**src/rtl/smb_pkg.sv**
```systemverilog
package smb_pkg;
  localparam logic [1:0] REG_CTRL = 2'd0;
  localparam logic [1:0] REG_CMD  = 2'd1;
  localparam logic [1:0] REG_STAT = 2'd2;

  // command word fields
  localparam int CMD_TRIG     = 31;
  localparam int CMD_WORD     = 29;
  localparam int CMD_WRITE    = 27;
  localparam int CMD_ADDR_LSB = 24;
  localparam int CMD_CODE_LSB = 16;
  // control word fields
  localparam int CTRL_TYPE_LSB = 28;
  localparam int CTRL_CLKEN    = 27;
  localparam int CTRL_WLOCK    = 26;
  localparam int CTRL_POLL     = 9;
  // status word fields
  localparam int STAT_BUSY  = 31;
  localparam int STAT_RDONE = 30;
  localparam int STAT_WDONE = 29;
  localparam int STAT_ERR   = 28;

  typedef enum logic [3:0] {
    ST_IDLE, ST_START, ST_ADDR_W, ST_CMD, ST_WDATA,
    ST_RSTART, ST_ADDR_R, ST_RDATA, ST_STOP
  } xfer_state_e;

  typedef struct packed {
    logic [6:0]  addr;
    logic [7:0]  code;
    logic [15:0] wdata;
    logic        word;
    logic        write;
  } xfer_req_t;
endpackage

```
**src/rtl/smb_tick_gen.sv**
```systemverilog
module smb_tick_gen #(
  parameter int unsigned QTR_CYC = 250
) (
  input  logic clk_i,
  input  logic rst_ni,
  input  logic en_i,
  output logic tick_o
);
  localparam int CW = (QTR_CYC > 1) ? $clog2(QTR_CYC) : 1;
  localparam logic [CW-1:0] LAST = CW'(QTR_CYC - 1);

  logic [CW-1:0] cnt_q;

  always_ff @(posedge clk_i or negedge rst_ni) begin
    if (!rst_ni)            cnt_q <= '0;
    else if (!en_i)         cnt_q <= '0;
    else if (cnt_q == LAST) cnt_q <= '0;
    else                    cnt_q <= cnt_q + 1'b1;
  end

  assign tick_o = en_i && (cnt_q == LAST);
endmodule

```
**src/rtl/smb_csr.sv**
```systemverilog
module smb_csr
  import smb_pkg::*;
(
  input  logic        clk_i,
  input  logic        rst_ni,
  input  logic        we_i,
  input  logic [1:0]  addr_i,
  input  logic [31:0] wdata_i,
  output logic [31:0] rdata_o,
  input  logic        busy_i,
  input  logic        done_i,
  input  logic        err_i,
  input  logic [15:0] xfer_rdata_i,
  output logic        start_o,
  output xfer_req_t   req_o
);
  logic [3:0]  type_q;
  logic        clken_q, wlock_q, poll_q;
  logic [31:0] cmd_q;
  logic        rdone_q, wdone_q, err_q, dir_wr_q;
  logic [15:0] data_q;
  logic        trig_wr;

  assign trig_wr = we_i && (addr_i == REG_CMD) && wdata_i[CMD_TRIG];
  // qualify trigger: idle, clock enabled, writes not locked
  assign start_o = trig_wr && !busy_i && clken_q && !(wdata_i[CMD_WRITE] && wlock_q);

  assign req_o.addr  = {type_q, wdata_i[CMD_ADDR_LSB +: 3]};
  assign req_o.code  = wdata_i[CMD_CODE_LSB +: 8];
  assign req_o.wdata = wdata_i[15:0];
  assign req_o.word  = wdata_i[CMD_WORD];
  assign req_o.write = wdata_i[CMD_WRITE];

  always_ff @(posedge clk_i or negedge rst_ni) begin
    if (!rst_ni) begin
      type_q   <= '0;
      clken_q  <= 1'b0;
      wlock_q  <= 1'b0;
      poll_q   <= 1'b0;
      cmd_q    <= '0;
      rdone_q  <= 1'b0;
      wdone_q  <= 1'b0;
      err_q    <= 1'b0;
      dir_wr_q <= 1'b0;
      data_q   <= '0;
    end else begin
      if (we_i && addr_i == REG_CTRL) begin
        type_q  <= wdata_i[CTRL_TYPE_LSB +: 4];
        clken_q <= wdata_i[CTRL_CLKEN];
        wlock_q <= wdata_i[CTRL_WLOCK];
        poll_q  <= wdata_i[CTRL_POLL];
      end
      if (we_i && addr_i == REG_CMD) cmd_q <= {1'b0, wdata_i[30:0]};
      if (done_i) begin
        err_q <= err_i;
        if (dir_wr_q) wdone_q <= 1'b1;
        else begin
          rdone_q <= 1'b1;
          data_q  <= xfer_rdata_i;
        end
      end
      if (start_o) begin
        dir_wr_q <= req_o.write;
        err_q    <= 1'b0;
        if (req_o.write) wdone_q <= 1'b0;
        else             rdone_q <= 1'b0;
      end
    end
  end

  always_comb begin
    rdata_o = '0;
    unique case (addr_i)
      REG_CTRL: begin
        rdata_o[CTRL_TYPE_LSB +: 4] = type_q;
        rdata_o[CTRL_CLKEN]         = clken_q;
        rdata_o[CTRL_WLOCK]         = wlock_q;
        rdata_o[CTRL_POLL]          = poll_q;
      end
      REG_CMD: rdata_o = cmd_q;
      REG_STAT: begin
        rdata_o[STAT_BUSY]  = busy_i;
        rdata_o[STAT_RDONE] = rdone_q;
        rdata_o[STAT_WDONE] = wdone_q;
        rdata_o[STAT_ERR]   = err_q;
        rdata_o[15:0]       = data_q;
      end
      default: rdata_o = '0;
    endcase
  end

  AST_RDONE_KEPT_ON_WRITE: assert property (@(posedge clk_i) disable iff (!rst_ni)
    (start_o && req_o.write && !done_i) |=> $stable(rdone_q));
  AST_WDONE_KEPT_ON_READ: assert property (@(posedge clk_i) disable iff (!rst_ni)
    (start_o && !req_o.write && !done_i) |=> $stable(wdone_q));
  AST_ERR_CLR_ON_START: assert property (@(posedge clk_i) disable iff (!rst_ni)
    start_o |=> !err_q);
endmodule

```
**src/rtl/smb_xfer.sv**
```systemverilog
module smb_xfer
  import smb_pkg::*;
(
  input  logic        clk_i,
  input  logic        rst_ni,
  input  logic        tick_i,
  input  logic        start_i,
  input  xfer_req_t   req_i,
  input  logic        sda_i,
  output logic        busy_o,
  output logic        done_o,
  output logic        err_o,
  output logic [15:0] rdata_o,
  output logic        scl_oe_o,
  output logic        sda_oe_o
);
  localparam logic [3:0] ACK_BIT = 4'd8;

  xfer_state_e state_q;
  xfer_req_t   req_q;
  logic [1:0]  phase_q;
  logic [3:0]  bit_q;
  logic [7:0]  sr_q;
  logic        sel_q, nack_q, err_q, done_q;
  logic [15:0] rdata_q;
  logic        scl_q, sda_q, scl_d, sda_d;
  logic        is_tx, is_bit, more_rx;

  assign is_tx   = (state_q == ST_ADDR_W) || (state_q == ST_CMD) ||
                   (state_q == ST_WDATA)  || (state_q == ST_ADDR_R);
  assign is_bit  = is_tx || (state_q == ST_RDATA);
  assign more_rx = req_q.word && !sel_q;

  // pin drive per quarter phase; 1 = pull low
  always_comb begin
    scl_d = 1'b0;
    sda_d = 1'b0;
    unique case (state_q)
      ST_START, ST_RSTART: begin
        scl_d = (phase_q == 2'd0) || (phase_q == 2'd3);
        sda_d = phase_q[1];
      end
      ST_STOP: begin
        scl_d = (phase_q == 2'd0);
        sda_d = (phase_q <= 2'd1);
      end
      ST_ADDR_W, ST_CMD, ST_WDATA, ST_ADDR_R: begin
        scl_d = (phase_q == 2'd0) || (phase_q == 2'd3);
        sda_d = (bit_q != ACK_BIT) && !sr_q[7];
      end
      ST_RDATA: begin
        scl_d = (phase_q == 2'd0) || (phase_q == 2'd3);
        sda_d = (bit_q == ACK_BIT) && more_rx;
      end
      default: ;
    endcase
  end

  always_ff @(posedge clk_i or negedge rst_ni) begin
    if (!rst_ni) begin
      state_q <= ST_IDLE;
      req_q   <= '0;
      phase_q <= '0;
      bit_q   <= '0;
      sr_q    <= '0;
      sel_q   <= 1'b0;
      nack_q  <= 1'b0;
      err_q   <= 1'b0;
      done_q  <= 1'b0;
      rdata_q <= '0;
      scl_q   <= 1'b0;
      sda_q   <= 1'b0;
    end else begin
      done_q <= 1'b0;
      scl_q  <= scl_d;
      sda_q  <= sda_d;
      if (state_q == ST_IDLE) begin
        if (start_i) begin
          state_q <= ST_START;
          req_q   <= req_i;
          phase_q <= '0;
          bit_q   <= '0;
          err_q   <= 1'b0;
          rdata_q <= '0;
        end
      end else if (tick_i) begin
        phase_q <= phase_q + 2'd1;
        if (phase_q == 2'd2 && is_tx && bit_q == ACK_BIT) nack_q <= sda_i;
        if (phase_q == 2'd2 && state_q == ST_RDATA && bit_q != ACK_BIT)
          sr_q <= {sr_q[6:0], sda_i};
        if (phase_q == 2'd3) begin
          if (is_bit && bit_q != ACK_BIT) begin
            bit_q <= bit_q + 4'd1;
            if (is_tx) sr_q <= {sr_q[6:0], 1'b0};
          end else begin
            bit_q <= '0;
            unique case (state_q)
              ST_START: begin
                state_q <= ST_ADDR_W;
                sr_q    <= {req_q.addr, 1'b0};
              end
              ST_ADDR_W: begin
                if (nack_q) begin err_q <= 1'b1; state_q <= ST_STOP; end
                else begin state_q <= ST_CMD; sr_q <= req_q.code; end
              end
              ST_CMD: begin
                if (nack_q) begin err_q <= 1'b1; state_q <= ST_STOP; end
                else if (req_q.write) begin
                  state_q <= ST_WDATA;
                  sr_q    <= req_q.wdata[7:0];
                  sel_q   <= 1'b0;
                end else state_q <= ST_RSTART;
              end
              ST_WDATA: begin
                if (nack_q) begin err_q <= 1'b1; state_q <= ST_STOP; end
                else if (req_q.word && !sel_q) begin
                  sel_q <= 1'b1;
                  sr_q  <= req_q.wdata[15:8];
                end else state_q <= ST_STOP;
              end
              ST_RSTART: begin
                state_q <= ST_ADDR_R;
                sr_q    <= {req_q.addr, 1'b1};
              end
              ST_ADDR_R: begin
                if (nack_q) begin err_q <= 1'b1; state_q <= ST_STOP; end
                else begin state_q <= ST_RDATA; sel_q <= 1'b0; end
              end
              ST_RDATA: begin
                if (sel_q) rdata_q[15:8] <= sr_q;
                else       rdata_q[7:0]  <= sr_q;
                if (more_rx) sel_q <= 1'b1;
                else         state_q <= ST_STOP;
              end
              ST_STOP: begin
                state_q <= ST_IDLE;
                done_q  <= 1'b1;
              end
              default: state_q <= ST_IDLE;
            endcase
          end
        end
      end
    end
  end

  assign busy_o   = (state_q != ST_IDLE);
  assign done_o   = done_q;
  assign err_o    = err_q;
  assign rdata_o  = rdata_q;
  assign scl_oe_o = scl_q;
  assign sda_oe_o = sda_q;

  AST_REQ_HELD_WHILE_BUSY: assert property (@(posedge clk_i) disable iff (!rst_ni)
    busy_o |=> $stable(req_q));
  AST_DONE_AFTER_STOP: assert property (@(posedge clk_i) disable iff (!rst_ni)
    done_q |-> $past(state_q == ST_STOP));
  AST_IDLE_RELEASED: assert property (@(posedge clk_i) disable iff (!rst_ni)
    (state_q == ST_IDLE && $past(state_q == ST_IDLE)) |-> (!scl_q && !sda_q));
  AST_SDA_STEADY_SCL_HIGH: assert property (@(posedge clk_i) disable iff (!rst_ni)
    (is_bit && $past(is_bit) && !scl_q && $past(!scl_q)) |-> $stable(sda_q));
endmodule

```
**src/rtl/smb_cmd_master.sv**
```systemverilog
module smb_cmd_master
  import smb_pkg::*;
#(
  parameter int unsigned CLK_HZ = 100_000_000,
  parameter int unsigned SCL_HZ = 100_000
) (
  input  logic        clk_i,
  input  logic        rst_ni,
  input  logic        reg_we_i,
  input  logic [1:0]  reg_addr_i,
  input  logic [31:0] reg_wdata_i,
  output logic [31:0] reg_rdata_o,
  input  logic        sda_i,
  output logic        scl_oe_o,
  output logic        sda_oe_o
);
  localparam int unsigned QTR_CYC = CLK_HZ / (4 * SCL_HZ);

  logic        busy, done, err, start, tick;
  logic [15:0] xfer_rdata;
  xfer_req_t   req;

  smb_csr u_csr (
    .clk_i        (clk_i),
    .rst_ni       (rst_ni),
    .we_i         (reg_we_i),
    .addr_i       (reg_addr_i),
    .wdata_i      (reg_wdata_i),
    .rdata_o      (reg_rdata_o),
    .busy_i       (busy),
    .done_i       (done),
    .err_i        (err),
    .xfer_rdata_i (xfer_rdata),
    .start_o      (start),
    .req_o        (req)
  );

  smb_tick_gen #(.QTR_CYC(QTR_CYC)) u_tick (
    .clk_i  (clk_i),
    .rst_ni (rst_ni),
    .en_i   (busy),
    .tick_o (tick)
  );

  smb_xfer u_xfer (
    .clk_i    (clk_i),
    .rst_ni   (rst_ni),
    .tick_i   (tick),
    .start_i  (start),
    .req_i    (req),
    .sda_i    (sda_i),
    .busy_o   (busy),
    .done_o   (done),
    .err_o    (err),
    .rdata_o  (xfer_rdata),
    .scl_oe_o (scl_oe_o),
    .sda_oe_o (sda_oe_o)
  );
endmodule

```
**config.mk**
```make
export PLATFORM = sky130hd
export DESIGN_NAME = smb_cmd_master
export DESIGN_NICKNAME = d
export VERILOG_FILES = /design/src/rtl/smb_pkg.sv /design/src/rtl/smb_tick_gen.sv /design/src/rtl/smb_csr.sv /design/src/rtl/smb_xfer.sv /design/src/rtl/smb_cmd_master.sv
export SDC_FILE = /design/constraint.sdc
export NUM_CORES = 1
export LEC_CHECK = 0
export BUFFER_PORTS_ARGS = -buffer_cell sky130_fd_sc_hd__buf_2
export CORE_ASPECT_RATIO = 0.6
export CORE_MARGIN = 2
export CORE_UTILIZATION = 40
export DETAILED_ROUTE_END_ITERATION = 16
export SYNTH_ARGS = -nofsm -noshare
export SYNTH_HDL_FRONTEND = slang
export SYNTH_SLANG_ARGS = --single-unit
```
**constraint.sdc**
```tcl
create_clock -name clk_i -period 5.1 [get_ports clk_i]
set_clock_uncertainty 0.05 [all_clocks]
set_input_delay 1.02 -clock clk_i [delete_from_list [all_inputs] [get_ports clk_i]]
set_output_delay 1.02 -clock clk_i [all_outputs]
set_load 0.03 [all_outputs]
```
# ---- Yosys cells after proc, flatten, opt, wreduce, memory -nomap -nowiden
# Cells that the tools add are included.
# W data, S select, Z words.
dict set report op_classes {
  n_addsub 3
  n_lt_le_gt_ge 1
  eq_ne 22
  muxes 76
  bitwise_logic 3
  n_reduce_logical 51
}
# operator n
set ops {}
lappend ops {{$mux W8} 13}
lappend ops {{$mux W16} 6}
lappend ops {{$mux W4} 15}
lappend ops {{$pmux W8 S5} 1}
lappend ops {{$mux W1} 28}
lappend ops {{$pmux W4 S7} 1}
lappend ops {{$pmux W9 S2} 1}
lappend ops {{$reduce_and A6 Y1} 3}
lappend ops {{$eq A4 B3 Y1 const B} 4}
lappend ops {{$logic_and A1 B1 Y1} 16}
lappend ops {{$reduce_bool A2 Y1} 7}
lappend ops {{$pmux W4 S3} 1}
lappend ops {{$pmux W6 S2} 1}
lappend ops {{$mux W10} 1}
lappend ops {{$ne A2 B2 Y1 const B} 5}
lappend ops {{$reduce_and A9 Y1} 1}
lappend ops {{$add A8 B1 Y8 const B} 1}
lappend ops {{$eq A4 B2 Y1 const B} 2}
lappend ops {{$eq A4 B4 Y1 const B} 2}
lappend ops {{$eq A8 B8 Y1 const B} 1}
lappend ops {{$pmux W1 S4} 2}
lappend ops {{$reduce_and A2 Y1} 4}
lappend ops {{$reduce_bool A4 Y1} 2}
lappend ops {{$reduce_or A7 Y1} 1}
lappend ops {{other kinds (21)} 37}
dict set report totals {
  ff_bits 139
  input_bits 38
  out_inout_bits 34
  wordCells 184
}

# ---- Depth between registers and ports, before layout
# Gate-level depths: netlist of the first run.
dict set report logic_depth {
  ltp_word 10
  depth_mapped 9
  ltp_nobuf 7
}

# ---- Modules after synthesis
# From an unflattened synthesis of the first run, not the netlist that was laid out.
dict set report unflattened {
  cells_unflattened 669
  hier_area_um2 7368.3
}
# module n_inst cells_each area_each_um2 seq_area_each_um2
set by_module_without_submodules {}
lappend by_module_without_submodules {smb_xfer 1 400 4134.0 1826.8}
lappend by_module_without_submodules {smb_csr 1 226 2829.0 1451.4}
lappend by_module_without_submodules {smb_tick_gen 1 43 405.4 200.2}

# ---- Worst setup path after synthesis of the first run
# No wires, ideal clock.
dict set report synth_timing {
  kind {input-to-output}
  from {input reg_addr_i[1]}
  to {output reg_rdata_o[10]}
  arrival_time_ns 2.143
  required_time_ns 4.030
  path_slack_ns 1.887
  cell_stages 5
  n_path_buf 1
  path_cell_list {inv_1 -> ha_1 -> clkbuf_1 -> a22oi_1 -> nor2b_1}
}
dict set report synth_between {
  elab_chain_len 2
  word_cells_on_any_way 3
  classes_between {eq/ne (2); mux (1)}
}
# element line
set synth_rtl {}
lappend synth_rtl {{from (decl)} smb_cmd_master.sv:10} ;# input logic [1:0] reg_addr_i,
lappend synth_rtl {{$eq A2 B2 Y1 / $eq A2 B1 Y1 (equally long branches)} smb_csr.sv:73} ;# unique case (addr_i)
lappend synth_rtl {{$pmux W6 S2 *} smb_csr.sv:73}
lappend synth_rtl {{to (decl)} smb_cmd_master.sv:12} ;# output logic [31:0] reg_rdata_o,
# Mark *: on every way between the ends. The rest lies on a longest branch, timed or not.

# ---- Final worst setup path of the first run
# Ends and elaborated chain as after synthesis.

==> impl_metrics.ini, run 1 <==
[status]
status = finished, final reports clean

[sta]
max_freq_mhz = 275.3
slew_viol_final = 0
setup_viol = 0
period_share = 0.7122
fin_crit_ns = 3.632
fin_setup_tns_ns = 0
relSlewSlack = 0.1555
rsz0062_at_grt = no
hold_violations = 0
worstMarginPinSlew_ns = 1.249

[layout]
final_nets = 791
syn_to_final_growth_pct = 16.08
antenna_cells = 0
drive_gt1_frac = 0.2308
fill_cells = 1591

[global_routing]
overflow = 0
antenna_found_initial = 0
grt_max_degree = 107
track_usage = 0.2215
grt_pass1_vias = 5568
grt_pass1_wl_microns = 31460

[power_and_ir_drop]
p_leak_uw = 0.003705
ir_drop_mv = 0.2250
intPower_uw = 2458
power.share.sequential = 0.432
p_comb_frac = 0.210
switching_share = 0.3425
p_total_uw = 3739
p_per_area_nw_per_um2 = 459.9
p_switching_uw = 1280
clockPowerShare = 0.358

[synthesis]
yosys_warnings = 0
synth_area_per_cell_sq_um = 10.19
yosysSeqAreaShare = 0.4967
async_reset_ff_frac = 1.000
ys_seq_elements = 139
synthTopCellsByArea = dfrtp_1 (50%), mux2_2 (8.8%), nand2_1 (6.8%)
syn_inst = 687
synth_top_area_frac = 0.4967
yosys.cell_types.count = 64
synth_area_sq_um = 7003
synth_edf_count = 0
ys.flop_type = dfrtp_1
synth_fp_nets = 737
synth.most_common_cell = dfrtp_1
yosys-top-cells-count = dfrtp_1 (139), nand2_1 (127), mux2_2 (55)
synth_top_area_cell = dfrtp_1

[placed_design]
gp_congestion = 0.9280
place.port_buffers = 71
place_hpwl_microns = 13760

[cts]
cts_tree = built
clkTransAtPathRegs_ns = 0.06
post_cts_resized = 0
insertion_delay_ns = 0.42
clock_path_buffers = 2
cts_sinks = 139
cts_hold_buf = 0
h-tree-depth = 4
cts_buffers = 17
root_buffer = clkbuf_16
post_cts_buffers = 0

[worst_setup_path]
worst_r2r_endpoint = u_xfer.rdata_o[4]
cp_max_fo = 17
path_buf_inv = 4
path_delay_family = buffers and inverters
cpMostUsedCell = buf_2
required_ns = 4.03
rr_worst_depth = 7
critical_path.max_stage_delay_ns = 0.50
startpoint_type = primary input
reg2reg_slack_ns = 1.70
path_cells = buf_2 -> inv_1 -> ha_1 -> buf_4 -> a22oi_1 -> nor2b_1 -> buf_2
arrival_ns = 2.56
r2r-start = u_xfer.bit_q[0]
endpoint_kind = output port
cpMaxStageDelayCell = ha_1
worstSetupPathType = in -> out

[floorplan]
coreArea_sq_um = 17130
rows = 37
initial_core_util = 0.4088
die_w_microns = 174.8
dieArea_sq_um = 18620
fp.dieH_microns = 106.5
ios = 72

[routing]
wl_microns = 19810
drcViolationCount = 0
drt_pass1_iterations = 7
viasPerCell = 5.817
vias = 5747
post_drt_wl_per_cell_microns = 20.05
drtIter0Drc = 612
drt.antenna.violating_nets = 0

[worst_hold_path]
hold_path_end = u_xfer.req_q[7]
hp-start = u_xfer.req_q[7]
hold_depth = 2
min_path_type = reg -> reg

[job]
cap_violations = 0
power groups by stage:
stage / sequential (uW) / combinational (uW) / clock, uW
final: 1620 / 785 / 1340
after global routing: 1650 / 873 / 1420
after global placement: 1610 / 757 / 0
after floorplan: 1480 / 618 / 0
after CTS: 1610 / 780 / 1370
after detailed placement: 1620 / 775 / 0
worst reg2reg max path: cells and delay by family, from the launching register on:
kind / cells / cell delay [ns]
compound gates: 2 / 1.08
buf+inv: 1 / 0.09
flops: 1 / 0.42
fa+ha+maj: 1 / 0.16
simple gates: 3 / 1.54
layer usage:
layer | up-vias | GRT usage | wire, microns
li1 | 2594 | - | -
met1 | 2867 | 0.3468 | 10020
met2 | 262 | 0.2897 | 7957
met3 | 24 | 0.05651 | 1637
met4 | 0 | 0.07381 | 190
met5 | - | 0 | 0
layout make-up:
cell class / instances / area (sq um) / share of cell area
tap: 234 / 292.8 / 0.03602
clock buffer: 19 / 442.9 / 0.05449
sequential: 139 / 3478 / 0.4279
inverter: 12 / 45.04 / 0.005541
clock inverter: 13 / 191.4 / 0.02355
timing repair buffer: 79 / 421.7 / 0.05187
multi-input combinational: 492 / 3257 / 0.4006
how the worst max path moves through the flow:
stage	slack (ns)	end	cells past startpoint	start
3_3_place_gp	1.53	reg_rdata_o[9]	7	reg_addr_i[1]
5_1_grt	1.34	reg_rdata_o[9]	7	reg_addr_i[1]
6_report	1.47	reg_rdata_o[10]	7	reg_addr_i[1]
2_1_floorplan	1.89	reg_rdata_o[10]	5	reg_addr_i[1]
4_1_cts	1.48	reg_rdata_o[10]	7	reg_addr_i[1]
3_5_place_dp	1.48	reg_rdata_o[10]	7	reg_addr_i[1]
flip-flops by register name (all words and copies together) (netlist names), 2 cells and up:
| register | flops |
|---|---|
| u_csr.type_q | 4 |
| u_xfer.req_q | 33 |
| u_xfer.bit_q | 4 |
| u_csr.cmd_q | 31 |
| u_csr.data_q | 16 |
| u_tick.cnt_q | 8 |
| u_xfer.sr_q | 8 |
| u_xfer.state_q | 4 |
| u_xfer.rdata_o | 16 |
| u_xfer.phase_q | 2 |
logic make-up (layout without fill, tap and decap cells):
logic type | Yosys count | count (layout) | share of synthesized area
compound gates | 153 | 153 | 0.1658
xor+xnor | 5 | 5 | 0.006254
fa+ha+maj | 12 | 12 | 0.02144
buf+inv | 56 | 123 | 0.03823
flops | 139 | 139 | 0.4967
mux | 56 | 56 | 0.08987
simple gates | 266 | 266 | 0.1817
per-stage QoR:
step / setup slack [ns] / std cells / utilization / hold WS, ns / cell area (sq um)
final: 1.468 / 988 / 0.4746 / 0.4300 / 8129
after global placement: 1.527 / 956 / 0.4375 / 0.4107 / 7495
after floorplan: 1.887 / 687 / - / 0.3881 / 7003
after detailed placement: 1.478 / 956 / 0.4375 / 0.4152 / 7495
after CTS: 1.475 / 988 / 0.4746 / 0.4284 / 8129
after global routing: 1.338 / 988 / 0.4746 / 0.4487 / 8129
cell usage in the layout, fill, tap and decap left out, types with 8 or more instances in the layout:
cell and count:
o21ai_0 25, nor2b_1 20, dfrtp_1 139, nand3_1 18, o31ai_1 11, nand4_1 10
buf_2 70, and2_1 12, nor4_1 8, ha_1 12, nor2_1 35, nand2b_1 8
clkbuf_16 17, a22o_1 19, a22oi_1 31, inv_1 12, a21oi_1 10, nor3_1 8
buf_4 8, nand2_1 127, mux2_2 55
No activity file was read; power rests on OpenSTA's default activity.
==> run 2, diff against run 1 <==
==> constraint.sdc (replaced) <==
create_clock -name clk_i -period 3.1 [get_ports clk_i]
set_clock_uncertainty 0.05 [all_clocks]
set_input_delay 0.62 -clock clk_i [delete_from_list [all_inputs] [get_ports clk_i]]
set_output_delay 0.62 -clock clk_i [all_outputs]
set_load 0.03 [all_outputs]
==> run 2 against run 1 <==
Compared with the run above: flip-flop and latch count unchanged; core utilization increased by 0.80 points; total power increased by 63%.
==> impl_metrics.ini, run 2 (synthesis results as in run 1) <==
[floorplan]
die_w_microns = 174.8
dieArea_sq_um = 18620
rows = 37
coreArea_sq_um = 17130
initial_core_util = 0.4088
ios = 72
fp.dieH_microns = 106.5

[sta]
hold_violations = 0
slew_viol_final = 0
fin_crit_ns = 2.653
relSlewSlack = 0.1796
rsz0062_at_grt = no
period_share = 0.8558
worstMarginPinSlew_ns = 1.214
setup_viol = 0
max_freq_mhz = 376.9
fin_setup_tns_ns = 0

[worst_setup_path]
reg2reg_slack_ns = 0.55
arrival_ns = 1.98
required_ns = 2.43
startpoint_type = flop
endpoint_kind = output port
r2r-start = u_xfer.phase_q[0]
worstSetupPathType = reg -> out
cp_max_fo = 10
rr_worst_depth = 7
worst_r2r_endpoint = u_xfer.sr_q[3]

[cts]
insertion_delay_ns = 0.43
cts_tree = built
h-tree-depth = 4
cts_buffers = 17
post_cts_buffers = 0
clkTransAtPathRegs_ns = 0.06
clock_path_buffers = 2
cts_sinks = 139
root_buffer = clkbuf_16
cts_hold_buf = 0
post_cts_resized = 0

[layout]
fill_cells = 1581
largest_register_ffs = 33
antenna_cells = 0
layoutNonFillerInstCount = 1009
regMostFlops = u_xfer.req_q
drive_gt1_frac = 0.2503
mostFrequentLayoutCell = dfrtp_1
layout_common_cells = dfrtp_1 (139), nand2_1 (127), buf_2 (70), mux2_2 (55), nor2_1 (35)
top_regs = u_xfer.req_q x33, u_csr.cmd_q x31
final_core_util = 0.4826
multi_input_comb_area_sq_um = 3257
syn_to_final_growth_pct = 18.05
final_nets = 812
seq_area_sq_um = 3478

[status]
status = finished, final reports clean

[power_and_ir_drop]
p_per_area_nw_per_um2 = 735.3
p_comb_frac = 0.238
switching_share = 0.3452
power.share.sequential = 0.423
ir_drop_mv = 0.4346
intPower_uw = 3980
clockPowerShare = 0.338
p_switching_uw = 2099
p_leak_uw = 0.003794

[global_routing]
grt_pass1_vias = 5656
antenna_found_initial = 0
overflow = 0
track_usage = 0.2297
grt_pass1_wl_microns = 32430
grt_max_degree = 62

[routing]
drtIter0Drc = 573
post_drt_wl_per_cell_microns = 19.97
drt_pass1_iterations = 5
viasPerCell = 5.733
wl_microns = 20150
vias = 5785
drt.antenna.violating_nets = 0
drcViolationCount = 0

[placed_design]
place_hpwl_microns = 14370
dp.cells = 977
place.port_buffers = 71
gp_congestion = 0.8853

[worst_hold_path]
min_path_type = in -> async

[job]
cap_violations = 0
[run 2: cell count changes in the layout (fill, tap and decap cells not counted)]
cell	previous run	this run
buf_4	8	27
clkbuf_1	1	2
clkbuf_8	1	3
inv_8	1	0
clkinvlp_4	2	3
bufinv_16	4	2
buf_12	0	2
clkinv_4	3	1
clkinv_2	2	3
[run 2: power by group through the flow]
stage	combinational [uW]	clock [uW]	sequential [uW]
3_5_place_dp	1430	0	2590
3_3_place_gp	1390	0	2580
5_1_grt	1600	2180	2620
2_1_floorplan	1020	0	2430
6_report	1450	2060	2570
4_1_cts	1430	2080	2560
[run 2: area by class of cell]
cell class / instances / share of cell area
flip-flops and latches: 139 / 0.4208
multi-input cells: 492 / 0.3940
repair buffers: 100 / 0.07310
clock buffers: 22 / 0.05736
well taps: 234 / 0.03542
clock inverters: 10 / 0.01392
inverters: 12 / 0.005449
[run 2: per-stage QoR]
step | power, uW | hold WS [ns] | setup slack [ns] | area [sq um]
6_report | 6078 | 0.1274 | 0.4469 | 8267
2_1_floorplan | 3450 | 0.2744 | 0.6868 | 7003
3_5_place_dp | 4014 | 0.4079 | 0.4945 | 7677
4_1_cts | 6078 | 0.1643 | 0.4532 | 8267
3_3_place_gp | 3967 | 0.4082 | 0.6183 | 7677
5_1_grt | 6396 | 0.1727 | 0.3271 | 8267
[run 2: worst max-delay path by stage]
stage | depth (start not counted) | end | start | slack (ns)
after floorplan | 5 | reg_rdata_o[10] | reg_addr_i[1] | 0.69
after global placement | 10 | u_xfer.phase_q[0] | reg_addr_i[1] | 0.62
after detailed placement | 10 | u_xfer.phase_q[0] | reg_addr_i[1] | 0.49
after CTS | 4 | reg_rdata_o[31] | u_xfer.state_q[3] | 0.45
after global routing | 6 | u_xfer.sr_q[6] | u_xfer.state_q[0] | 0.33
final | 4 | reg_rdata_o[31] | u_xfer.state_q[3] | 0.45
[run 2: per-layer routing]
layer | track usage | wire (microns)
met3 | 0.06080 | 1564
met5 | 0 | 0
met2 | 0.3024 | 8069
met1 | 0.3575 | 10200
met4 | 0.07560 | 313
[run 2: critical path, stage by stage, from the launching register on]
cell and delay [ns]:
dfrtp_1 0.48, or4_4 0.62, a22oi_1 0.17, nor2_1 0.08, buf_2 0.19
